===== src/rtl/dsp_pkg.sv =====
package dsp_pkg;

  typedef enum logic [2:0] {
    CL_ALU  = 3'd0,
    CL_MUL  = 3'd1,
    CL_LSU  = 3'd2,
    CL_BR   = 3'd3,
    CL_SYNC = 3'd4,
    CL_RFI  = 3'd5,
    CL_SC   = 3'd6,
    CL_NOP  = 3'd7
  } iclass_e;

  typedef enum logic [1:0] {
    DST_NONE = 2'd0,
    DST_BRQ  = 2'd1,
    DST_GPQ  = 2'd2
  } dest_e;

  function automatic logic [1:0] dest_of(input logic [2:0] c);
    logic [1:0] d;
    case (c)
      CL_ALU, CL_MUL, CL_LSU: d = DST_GPQ;
      CL_BR:                  d = DST_BRQ;
      default:                d = DST_NONE;
    endcase
    return d;
  endfunction

endpackage


===== src/rtl/dsp_route.sv =====
module dsp_route
  import dsp_pkg::*;
#(
  parameter int SLOTS = 2
) (
  input  logic [SLOTS-1:0][2:0] cls_i,
  output logic [SLOTS-1:0][1:0] dst_o
);

  for (genvar s = 0; s < SLOTS; s++) begin : g_slot
    assign dst_o[s] = dest_of(cls_i[s]);
  end

endmodule


===== src/rtl/dsp_credit.sv =====
module dsp_credit #(
  parameter int CNT_W  = 5,
  parameter int PEND_W = 2
) (
  input  logic [CNT_W-1:0]  free_i,
  input  logic [PEND_W-1:0] pend_i,
  output logic [CNT_W-1:0]  eff_o
);

  logic [CNT_W-1:0] pend_ext;

  assign pend_ext = CNT_W'(pend_i);
  assign eff_o    = (free_i > pend_ext) ? (free_i - pend_ext) : '0;

endmodule


===== src/rtl/dsp_pick.sv =====
module dsp_pick
  import dsp_pkg::*;
#(
  parameter int CNT_W   = 5,
  parameter int BRQ_CAP = 1,
  parameter int GPQ_CAP = 2
) (
  input  logic [1:0]       vld_i,
  input  logic [1:0]       dst0_i,
  input  logic [1:0]       dst1_i,
  input  logic [CNT_W-1:0] brq_eff_i,
  input  logic [CNT_W-1:0] gpq_eff_i,
  input  logic [CNT_W-1:0] cq_eff_i,
  output logic [1:0]       go_o,
  output logic [1:0]       pop_o
);

  localparam logic [CNT_W-1:0] ONE  = CNT_W'(1);
  localparam logic [CNT_W-1:0] TWO  = CNT_W'(2);
  localparam logic [CNT_W-1:0] BCAP = CNT_W'(BRQ_CAP);
  localparam logic [CNT_W-1:0] GCAP = CNT_W'(GPQ_CAP);

  logic             s0_brq, s0_gpq, s1_brq, s1_gpq;
  logic [CNT_W-1:0] b_used, g_used;
  logic             ok0, ok1;

  assign s0_brq = (dst0_i == DST_BRQ);
  assign s0_gpq = (dst0_i == DST_GPQ);
  assign s1_brq = (dst1_i == DST_BRQ);
  assign s1_gpq = (dst1_i == DST_GPQ);

  // entries that slot 0 takes from each issue queue this cycle
  assign b_used = s0_brq ? ONE : '0;
  assign g_used = s0_gpq ? ONE : '0;

  always_comb begin
    ok0 = vld_i[0] && (cq_eff_i >= ONE)
        && (!s0_brq || (brq_eff_i >= ONE && BCAP >= ONE))
        && (!s0_gpq || (gpq_eff_i >= ONE && GCAP >= ONE));
    ok1 = ok0 && vld_i[1] && (cq_eff_i >= TWO)
        && (!s1_brq || ((b_used + ONE) <= BCAP && brq_eff_i >= (b_used + ONE)))
        && (!s1_gpq || ((g_used + ONE) <= GCAP && gpq_eff_i >= (g_used + ONE)));
  end

  assign go_o  = {ok1, ok0};
  assign pop_o = {ok1, ok0 ^ ok1};

endmodule


===== src/rtl/dispatch_unit.sv =====
module dispatch_unit
  import dsp_pkg::*;
#(
  parameter int INS_W    = 32,
  parameter int CNT_W    = 5,
  parameter int CQ_DEPTH = 14,
  parameter int BRQ_CAP  = 1,
  parameter int GPQ_CAP  = 2,
  localparam int TAG_W   = $clog2(CQ_DEPTH)
) (
  input  logic             clk,
  input  logic             rst,
  input  logic [1:0]       iq_vld,
  input  logic [2:0]       iq_cls0,
  input  logic [2:0]       iq_cls1,
  input  logic [INS_W-1:0] iq_ins0,
  input  logic [INS_W-1:0] iq_ins1,
  input  logic [CNT_W-1:0] brq_free,
  input  logic [CNT_W-1:0] gpq_free,
  input  logic [CNT_W-1:0] cq_free,
  output logic [1:0]       iq_pop,
  output logic             brq_we,
  output logic [INS_W-1:0] brq_ins,
  output logic [TAG_W-1:0] brq_tag,
  output logic [1:0]       gpq_we,
  output logic [INS_W-1:0] gpq_ins0,
  output logic [INS_W-1:0] gpq_ins1,
  output logic [TAG_W-1:0] gpq_tag0,
  output logic [TAG_W-1:0] gpq_tag1,
  output logic [1:0]       cq_we,
  output logic [TAG_W-1:0] cq_tag0,
  output logic [TAG_W-1:0] cq_tag1
);

  localparam logic [TAG_W-1:0] TAG_LAST = TAG_W'(CQ_DEPTH - 1);

  function automatic logic [TAG_W-1:0] tag_inc(input logic [TAG_W-1:0] t);
    return (t == TAG_LAST) ? '0 : t + TAG_W'(1);
  endfunction

  // ---------------- routing ----------------
  logic [1:0][1:0] dst;

  dsp_route #(.SLOTS(2)) u_route (
    .cls_i ({iq_cls1, iq_cls0}),
    .dst_o (dst)
  );

  // ---------------- credit for writes still in the output register ----------------
  logic [1:0]       brq_pend, gpq_pend, cq_pend;
  logic [CNT_W-1:0] brq_eff, gpq_eff, cq_eff;

  assign brq_pend = {1'b0, brq_we};
  assign gpq_pend = {gpq_we[1] & gpq_we[0], gpq_we[1] ^ gpq_we[0]};
  assign cq_pend  = {cq_we[1] & cq_we[0], cq_we[1] ^ cq_we[0]};

  dsp_credit #(.CNT_W(CNT_W), .PEND_W(2)) u_crd_brq (
    .free_i (brq_free), .pend_i (brq_pend), .eff_o (brq_eff));
  dsp_credit #(.CNT_W(CNT_W), .PEND_W(2)) u_crd_gpq (
    .free_i (gpq_free), .pend_i (gpq_pend), .eff_o (gpq_eff));
  dsp_credit #(.CNT_W(CNT_W), .PEND_W(2)) u_crd_cq (
    .free_i (cq_free),  .pend_i (cq_pend),  .eff_o (cq_eff));

  // ---------------- slot selection ----------------
  logic [1:0] go;

  dsp_pick #(.CNT_W(CNT_W), .BRQ_CAP(BRQ_CAP), .GPQ_CAP(GPQ_CAP)) u_pick (
    .vld_i     (iq_vld),
    .dst0_i    (dst[0]),
    .dst1_i    (dst[1]),
    .brq_eff_i (brq_eff),
    .gpq_eff_i (gpq_eff),
    .cq_eff_i  (cq_eff),
    .go_o      (go),
    .pop_o     (iq_pop)
  );

  // ---------------- completion tags ----------------
  logic [TAG_W-1:0] tail, tag0, tag1;

  assign tag0 = tail;
  assign tag1 = tag_inc(tail);

  always_ff @(posedge clk) begin
    if (rst)        tail <= '0;
    else if (go[1]) tail <= tag_inc(tag1);
    else if (go[0]) tail <= tag1;
  end

  // ---------------- lane packing ----------------
  logic             s0b, s1b, s0g, s1g;
  logic             nb_we;
  logic [1:0]       ng_we;
  logic [INS_W-1:0] nb_ins, ng_ins0;
  logic [TAG_W-1:0] nb_tag, ng_tag0;

  always_comb begin
    s0b     = go[0] && (dst[0] == DST_BRQ);
    s1b     = go[1] && (dst[1] == DST_BRQ);
    s0g     = go[0] && (dst[0] == DST_GPQ);
    s1g     = go[1] && (dst[1] == DST_GPQ);
    nb_we   = s0b | s1b;
    nb_ins  = s0b ? iq_ins0 : iq_ins1;
    nb_tag  = s0b ? tag0 : tag1;
    ng_we   = {s0g & s1g, s0g | s1g};
    ng_ins0 = s0g ? iq_ins0 : iq_ins1;
    ng_tag0 = s0g ? tag0 : tag1;
  end

  // ---------------- registered queue writes ----------------
  always_ff @(posedge clk) begin
    if (rst) begin
      brq_we <= 1'b0;
      gpq_we <= 2'b00;
      cq_we  <= 2'b00;
    end else begin
      brq_we <= nb_we;
      gpq_we <= ng_we;
      cq_we  <= go;
    end
  end

  always_ff @(posedge clk) begin
    brq_ins  <= nb_ins;
    brq_tag  <= nb_tag;
    gpq_ins0 <= ng_ins0;
    gpq_tag0 <= ng_tag0;
    gpq_ins1 <= iq_ins1;
    gpq_tag1 <= tag1;
    cq_tag0  <= tag0;
    cq_tag1  <= tag1;
  end

  // ---------------- assertions ----------------
  int unsigned chk_next;

  always_ff @(posedge clk) begin
    if (rst) chk_next <= 0;
    else     chk_next <= (chk_next + $countones(cq_we)) % CQ_DEPTH;
  end


  in_order_chk: assert property (@(posedge clk) disable iff (rst)
    cq_we[1] |-> cq_we[0]);


  issue_le_cq_chk: assert property (@(posedge clk) disable iff (rst)
    ($countones(gpq_we) + $countones(brq_we)) <= $countones(cq_we));


  lane_pack_chk: assert property (@(posedge clk) disable iff (rst)
    gpq_we[1] |-> gpq_we[0]);


  gpq_no_overflow_chk: assert property (@(posedge clk) disable iff (rst)
    $countones(gpq_we) <= int'(gpq_free));


  brq_no_overflow_chk: assert property (@(posedge clk) disable iff (rst)
    $countones(brq_we) <= int'(brq_free));


  cq_no_overflow_chk: assert property (@(posedge clk) disable iff (rst)
    $countones(cq_we) <= int'(cq_free));


  tag_seq_chk: assert property (@(posedge clk) disable iff (rst)
    cq_we[0] |-> (int'(cq_tag0) == int'(chk_next)));


  rst_clear_chk: assert property (@(posedge clk) disable iff (rst)
    $past(rst) |-> (cq_we == 2'b00 && gpq_we == 2'b00 && !brq_we));

endmodule


===== config.mk =====
export PLATFORM = sky130hd
export DESIGN_NAME = dispatch_unit
export DESIGN_NICKNAME = d
export VERILOG_FILES = /design/src/rtl/dsp_pkg.sv /design/src/rtl/dsp_route.sv /design/src/rtl/dsp_credit.sv /design/src/rtl/dsp_pick.sv /design/src/rtl/dispatch_unit.sv
export SDC_FILE = /design/constraint.sdc
export NUM_CORES = 1
export LEC_CHECK = 0
export ABC_CLOCK_PERIOD_IN_PS = 7150
export BUFFER_PORTS_ARGS = -buffer_cell sky130_fd_sc_hd__buf_2
export CAP_MARGIN = 40
export CORE_MARGIN = 5
export CORE_UTILIZATION = 35
export CTS_CLUSTER_DIAMETER = 60
export DETAILED_ROUTE_END_ITERATION = 8
export PLACE_DENSITY = 0.64
export SYNTH_ARGS = -nofsm -noshare
export SYNTH_HDL_FRONTEND = slang
export SYNTH_SLANG_ARGS = --single-unit

===== constraint.sdc =====
create_clock -name clk -period 7.15 [get_ports clk]
set_input_delay 1.7875 -clock clk [delete_from_list [all_inputs] [get_ports clk]]
set_output_delay 1.7875 -clock clk [all_outputs]
set_load 0.1 [all_outputs]

-- Word-level counts from Yosys, hierarchy flattened
Index checks and enable logic that the tools add are counted.
- add/sub/neg operators: 7
- magnitude comparators: 11
- eq/ne operators: 12
- multiplexer cells: 15
- bitwise logic cells: 8
- reduce and logical (&&, ||, !) cells: 26
- operators with widths (operator ; count):
    32-bit 2-to-1 mux ; 2
    4-bit 2-to-1 mux ; 6
    5-bit by 1-bit greater-or-equal comparator with 1-bit output (second input constant) ; 3
    5-bit 2-to-1 mux ; 3
    1-bit logical AND ; 13
    3-bit by 2-bit equality test with 1-bit output (second input constant) ; 4
    5-bit by 1-bit adder with 5-bit output (second input constant) ; 2
    5-bit greater-or-equal comparator ; 2
    5-bit by 2-bit > comparator with 1-bit output ; 2
    5-bit by 2-bit subtractor with 5-bit output ; 2
    4-bit by 1-bit adder with 4-bit output (second input constant) ; 2
    4-bit equality test (second input constant) ; 2
    2-bit one-hot mux with 2 select lines ; 2
    3-bit by 1-bit equality test with 1-bit output (second input constant) ; 2
    3-bit zero test ; 2
    3-bit OR reduction ; 2
    5-bit by 2-bit greater-or-equal comparator with 1-bit output (second input constant) ; 1
    5-bit by 1-bit > comparator with 1-bit output ; 1
    5-bit by 1-bit less-or-equal comparator with 1-bit output (second input constant) ; 1
    5-bit by 2-bit less-or-equal comparator with 1-bit output (second input constant) ; 1
    5-bit by 1-bit subtractor with 5-bit output ; 1
    2-bit by 1-bit equality test with 1-bit output (second input constant) ; 2
    2-bit equality test (second input constant) ; 2
    1-bit zero test ; 4
    other kinds (6) ; 15
- register bits after elaboration: 121
- input bits: 89
- output and inout port bits: 123
- logic and storage cells: 90

-- Depth between registers and ports, before layout
- word-level depth: 14
- mapped depth: 20
- gate-level depth less buffers: 18

-- By module
A second synthesis with hierarchy kept.
- cell total of the unflattened synthesis: 345
- area, all modules: 4451.8 um^2
- by module, submodules not included (module ; instances ; cells each ; area each (um^2) ; sequential area each (um^2)):
    dispatch_unit ; 1 ; 249 ; 3737.3 ; 2422.3
    dsp_credit (u_crd_brq ...) ; 2 ; 21 ; 148.9 ; 0.0
    dsp_pick ; 1 ; 28 ; 211.5 ; 0.0
    dsp_credit (u_crd_cq) ; 1 ; 22 ; 177.7 ; 0.0
    dsp_route ; 1 ; 4 ; 27.5 ; 0.0

-- Worst setup path after synthesis
No wires, ideal clock.
- path type: input -> output
- start: in gpq_free[1]
- end: out iq_pop[0]
- arrival: 4.913 ns
- data required time: 5.362 ns
- path slack: 0.450 ns
- cell stages on the path: 14
- path buffers: 1
- path through: ha_1 nor2b_4 or2_2 a21oi_1 nor2b_1 ha_1 o21ai_0 a31oi_2 a2111oi_4 nor3_4 and2_1 buf_6 inv_1 ha_1
- cells in the longest elaborated chain, start to end: 10
- elaborated cells between the ends (all ways): 14
- classes of those cells: add/sub (1); order compare (3); mux (1); bitwise (1); reduce/logical (8)
- ends and longest elaborated chain (what ; line ; text):
    start: declaration ; dispatch_unit.sv:19 ; input logic [CNT_W-1:0] gpq_free,
    5-bit by 2-bit subtractor with 5-bit output / 5-bit by 2-bit > comparator with 1-bit output (equally long branches) ; dsp_credit.sv:13 ; assign eff_o = (free_i > pend_ext) ? (free_i - pend_ext) : '0;
    5-bit 2-to-1 mux * ; dsp_credit.sv:13 ;
    5-bit by 1-bit greater-or-equal comparator with 1-bit output ; dsp_pick.sv:39 ; && (!s0_gpq || (gpq_eff_i >= ONE && GCAP >= ONE));
    1-bit logical OR ; dsp_pick.sv:39 ;
    1-bit logical AND ; dsp_pick.sv:39 ;
    1-bit logical AND (2 in series) ; dsp_pick.sv:40 ; ok1 = ok0 && vld_i[1] && (cq_eff_i >= TWO)
    1-bit logical AND ; dsp_pick.sv:41 ; && (!s1_brq || ((b_used + ONE) <= BCAP && brq_eff_i >= (b_used + ONE)))
    1-bit logical AND * ; dsp_pick.sv:42 ; && (!s1_gpq || ((g_used + ONE) <= GCAP && gpq_eff_i >= (g_used + ONE)));
    named net u_pick.ok1 ; dsp_pick.sv:25 ; logic ok0, ok1;
    1-bit bitwise XOR * ; dsp_pick.sv:46 ; assign pop_o = {ok1, ok0 ^ ok1};
    end: declaration ; dispatch_unit.sv:21 ; output logic [1:0] iq_pop,
Mark *: on every way through the listed nets, which the timed path passes. The rest lies on a longest branch.

-- Worst setup path after layout
- start: in gpq_free[1]
- end: out iq_pop[0]
- cells in the longest elaborated chain, start to end: 10
- elaborated cells between the ends (all ways): 14
- classes of those cells: add/sub (1); order compare (3); mux (1); bitwise (1); reduce/logical (8)
- ends and longest elaborated chain (what ; line):
    5-bit by 2-bit subtractor with 5-bit output / 5-bit by 2-bit > comparator with 1-bit output (equally long branches) ; dsp_credit.sv:13
    5-bit 2-to-1 mux * ; dsp_credit.sv:13
    5-bit by 1-bit greater-or-equal comparator with 1-bit output ; dsp_pick.sv:39
    1-bit logical OR ; dsp_pick.sv:39
    1-bit logical AND ; dsp_pick.sv:39
    1-bit logical AND (2 in series) ; dsp_pick.sv:40
    1-bit logical AND ; dsp_pick.sv:41
    1-bit logical AND ; dsp_pick.sv:42
    1-bit bitwise XOR * ; dsp_pick.sv:46
Every way passes the cells marked *; elsewhere a longest branch is shown, timed or not.

==> metrics.md <==
| Metric | Value |
|---|---|
| Run status | `finished clean` |
| Post-route fraction of the period consumed by the critical path | `0.957` |
| Static power due to leakage | `about 0.003 uW` |
| Per-cell routed wire length | `15.0 um` |
| Filler instances | `~1200` |
| Depth of the CTS H-tree | `4` |
| Max Fclk | `146 MHz` |
| Most used cells in the layout excluding fill and tap cells | `210 x buf_2, 121 x dfxtp_1, 30 x mux2_4, 30 x mux2_1, 18 x inv_1` |
| Post-synthesis sequential area ratio | `0.531` |
| Combined flip-flop and latch cell area | `~2400 um^2` |
| Average footprint of a synthesized cell | `around 13 um^2` |
| Antenna diode count | `0` |
| GPL Wtd Cong | `between 0.8 and 0.9` |
| Number of different library cells in the post-synthesis netlist | `between 50 and 60` |
| Worst ir drop on vdd | `between 0.00015 and 0.0002 V` |
| Dpl cells | `roughly 720` |
| Post-Layout Cell Count | `between 700 and 800` |
| Critical path capture point type | `primary output` |
| Buffers on Ports | `211` |
| Number of global-route vias before repair | `approximately 3400` |
| Kind of start point of the critical path | `primary input` |
| Starting density of the core | `0.359` |
| Endpoint arrival time on the critical path | `5.06 ns` |
| Total Die Area | `between 15000 and 20000 um^2` |
| Buffer cell driving the clock tree root | `clkbuf_16` |
| Post-layout net count | `roughly 680` |
| Slew margin rel. | `0.510` |
| Most common library cell in the layout ignoring fill and taps | `buf_2` |
| Number of buffers inserted for hold repair after clock tree synthesis | `0` |
| Number of DRC markers after the initial detailed-route iteration | `98` |
| Max cap viols | `0` |
| Total congestion overflow | `0` |
| Kind of critical path | `primary input to primary output` |
| Maximum buffer depth of the clock tree | `2` |
| TritonCTS buffer count | `17` |
| Antenna-violating nets left | `0` |
| RSZ-0062 raised after global routing | `no` |
| First-pass iteration count of the detailed router | `4` |
| Final Max Tran Viols | `0` |
| Largest fanout on the critical path | `7` |
| Area of the multi-input gates | `approximately 1900 um^2` |
| Req. time, crit path | `between 5 and 6 ns` |
| Pin count of the biggest net entering global routing | `37` |
| Total Routed Length | `11.4 mm` |
| Worst hold path type | `flip-flop to flip-flop` |
| Clock period minus final worst setup slack | `6.84 ns` |
| Final hold violations | `0` |
| Total routing usage reported by global routing | `0.142` |
| Clock slew seen by the registers of the worst setup and hold paths | `about 0.05 ns` |
| Number of antenna violations at the first check in global routing | `0` |
| Detailed placer's ending HPWL | `8.65 mm` |
| Width of the die | `roughly 120 um` |
| Layout overhead on the synthesized area | `38.1%` |
| Fraction of layout instances using a drive strength above 1 | `0.519` |
| Vertical die dimension | `about 120 um` |
| Post-Route Skew | `just under 0.006 ns` |
| Post-synthesis sequential element count | `121` |
| Post-Synthesis Cells | `approximately 360` |
| DRC violations left | `0` |
| Area of the core | `roughly 13000 um^2` |
| Synth Net Count | `460` |
| Post-detailed-route via-to-cell ratio | `about 4.6` |
| Cell row count | `41` |
| Clock tree from TritonCTS | `built` |
| Power Dens Cells | `around 370 nW/um^2` |
| Post-route setup TNS | `0 ns` |
| Num Clock Sinks | `between 100 and 150` |
| Transition time of the tightest slew-check pin | `0.735 ns` |
| Number of failing setup endpoints in the final timing report | `0` |
| Clk Latency, worst-skew pair | `roughly 0.40 ns` |
| Count of boundary I/O pins | `approximately 210` |
| Synth warn | `0` |
| First-pass GRT wire length | `between 15 and 20 mm` |
| Via count | `approximately 3500` |
| Cell area after synthesis | `approximately 4600 um^2` |
-- path summary, 6_finish.rpt --
check	from	endpoint	slack, ns	cells after the start
setup / recovery	gpq_free[1]	iq_pop[0]	0.31	15
hold / removal	tag0[2]	cq_tag0[2]	0.47	0
setup reg to reg	gpq_we[0]	tag0[1]	3.07	17
hold reg to reg	tag0[2]	cq_tag0[2]	0.47	0
-- worst max-delay path: stages --
cell and delay (ns):
buf_2 0.12, ha_1 0.34, nor2b_4 0.16, or2_2 0.29
a21oi_1 0.27, nor2b_1 0.09, ha_1 0.31, o21ai_0 0.10
a31oi_2 0.20, a2111oi_4 0.10, nor3_4 0.32, and2_1 0.30
inv_1 0.07, ha_1 0.27, clkbuf_4 0.32
-- cell families (layout without fill, tap and decap cells) --
group	count (synthesis)	count (layout)	synth area share
buffers and inverters	35	263	0.0499
xor gates and xnor gates	3	3	0.00576
adders and majority gates	15	15	0.0444
DFF	121	121	0.531
and+or+nand+nor	67	67	0.0962
AOI/OAI and AO/OA	45	45	0.0757
muxes	70	70	0.197
-- routing by layer --
metal / share of wire / global-route usage
met3: 0.11 / 0.0613
met4: 0.0091 / 0.0582
met5: 0 / 0
met1: 0.37 / 0.148
met2: 0.51 / 0.249
-- cell usage after synthesis, drive strengths merged --
| master | instances | area (um^2) |
|---|---|---|
| dfxtp | 121 | 2420 |
| mux2 | 70 | 901 |
| nor2 | 20 | 101 |
| inv | 19 | 71.3 |
| a21oi | 16 | 80.1 |
| buf | 14 | 129 |
| ha | 13 | 163 |
| nand2 | 8 | 30.0 |
| nor2b | 8 | 57.6 |
| a211oi | 5 | 42.5 |
| o21ai | 5 | 25.0 |
| nand2b | 4 | 32.5 |
| nand3 | 4 | 25.0 |
| o2111ai | 4 | 41.3 |
| nor3 | 3 | 26.3 |
| or2 | 3 | 18.8 |
| or4 | 3 | 26.3 |
| xnor2 | 3 | 26.3 |
| a2111oi | 2 | 42.5 |
| a31oi | 2 | 18.8 |
| and2 | 2 | 13.8 |
| and3 | 2 | 12.5 |
| clkbuf | 2 | 27.5 |
| fa | 2 | 40.0 |
| nand3b | 2 | 15.0 |
| nor4b | 2 | 32.5 |
| o22ai | 2 | 12.5 |
| o311a | 2 | 20.0 |
| o31ai | 2 | 15.0 |
| or3 | 2 | 12.5 |
| a21boi | 1 | 7.51 |
| a22o | 1 | 8.76 |
| a2bb2oi | 1 | 8.76 |
| a311oi | 1 | 15.0 |
| and2b | 1 | 8.76 |
| nand4 | 1 | 6.26 |
| nor3b | 1 | 7.51 |
| nor4 | 1 | 12.5 |
| o211ai | 1 | 7.51 |
-- power breakdown --
| group | switching (uW) | leakage [uW] | total, uW | internal (uW) |
|---|---|---|---|---|
| Clock | 300 | 0.000298 | 879 | 579 |
| Sequential | 21.7 | 0.00102 | 756 | 734 |
| Combinational | 555 | 0.00171 | 679 | 124 |
-- timing repair --
item / 4_1_cts / 5_1_grt
endpoints found under the setup margin: 0 / 1
setup buffers: 0 / 0
resized for setup: 0 / 1
-- registers in the layout (all words and copies together), names as in the netlist --
register and flops:
brq_ins 32, gpq_ins0 32, gpq_ins1 32, brq_tag 4, cq_tag0 4, cq_tag1 4
gpq_tag0 4, tag0 4, cq_we 2, gpq_we 2, brq_we 1
-- per-stage QoR --
stage               hold WS, ns  utilization  total power (uW)  instance area, um^2  worst slack (ns)
floorplan                 0.346            -              1340                 4560             0.450
global placement          0.468        0.447              1450                 5690             0.345
detailed placement        0.465        0.447              1450                 5690             0.222
CTS                       0.478        0.495              2340                 6300             0.198
global route              0.508        0.496              2400                 6300            0.0612
finish                    0.471        0.496              2310                 6300             0.306
-- final cells by class --
type                    instances  area share
flip-flops and latches        121       0.384
clock inverters                 9      0.0218
repair buffers                212       0.169
well taps                     172      0.0341
clock buffers                  23      0.0758
inverters                      19      0.0113
multi-input cells             200       0.304
Note: power is estimated with default switching activity, not from simulation.
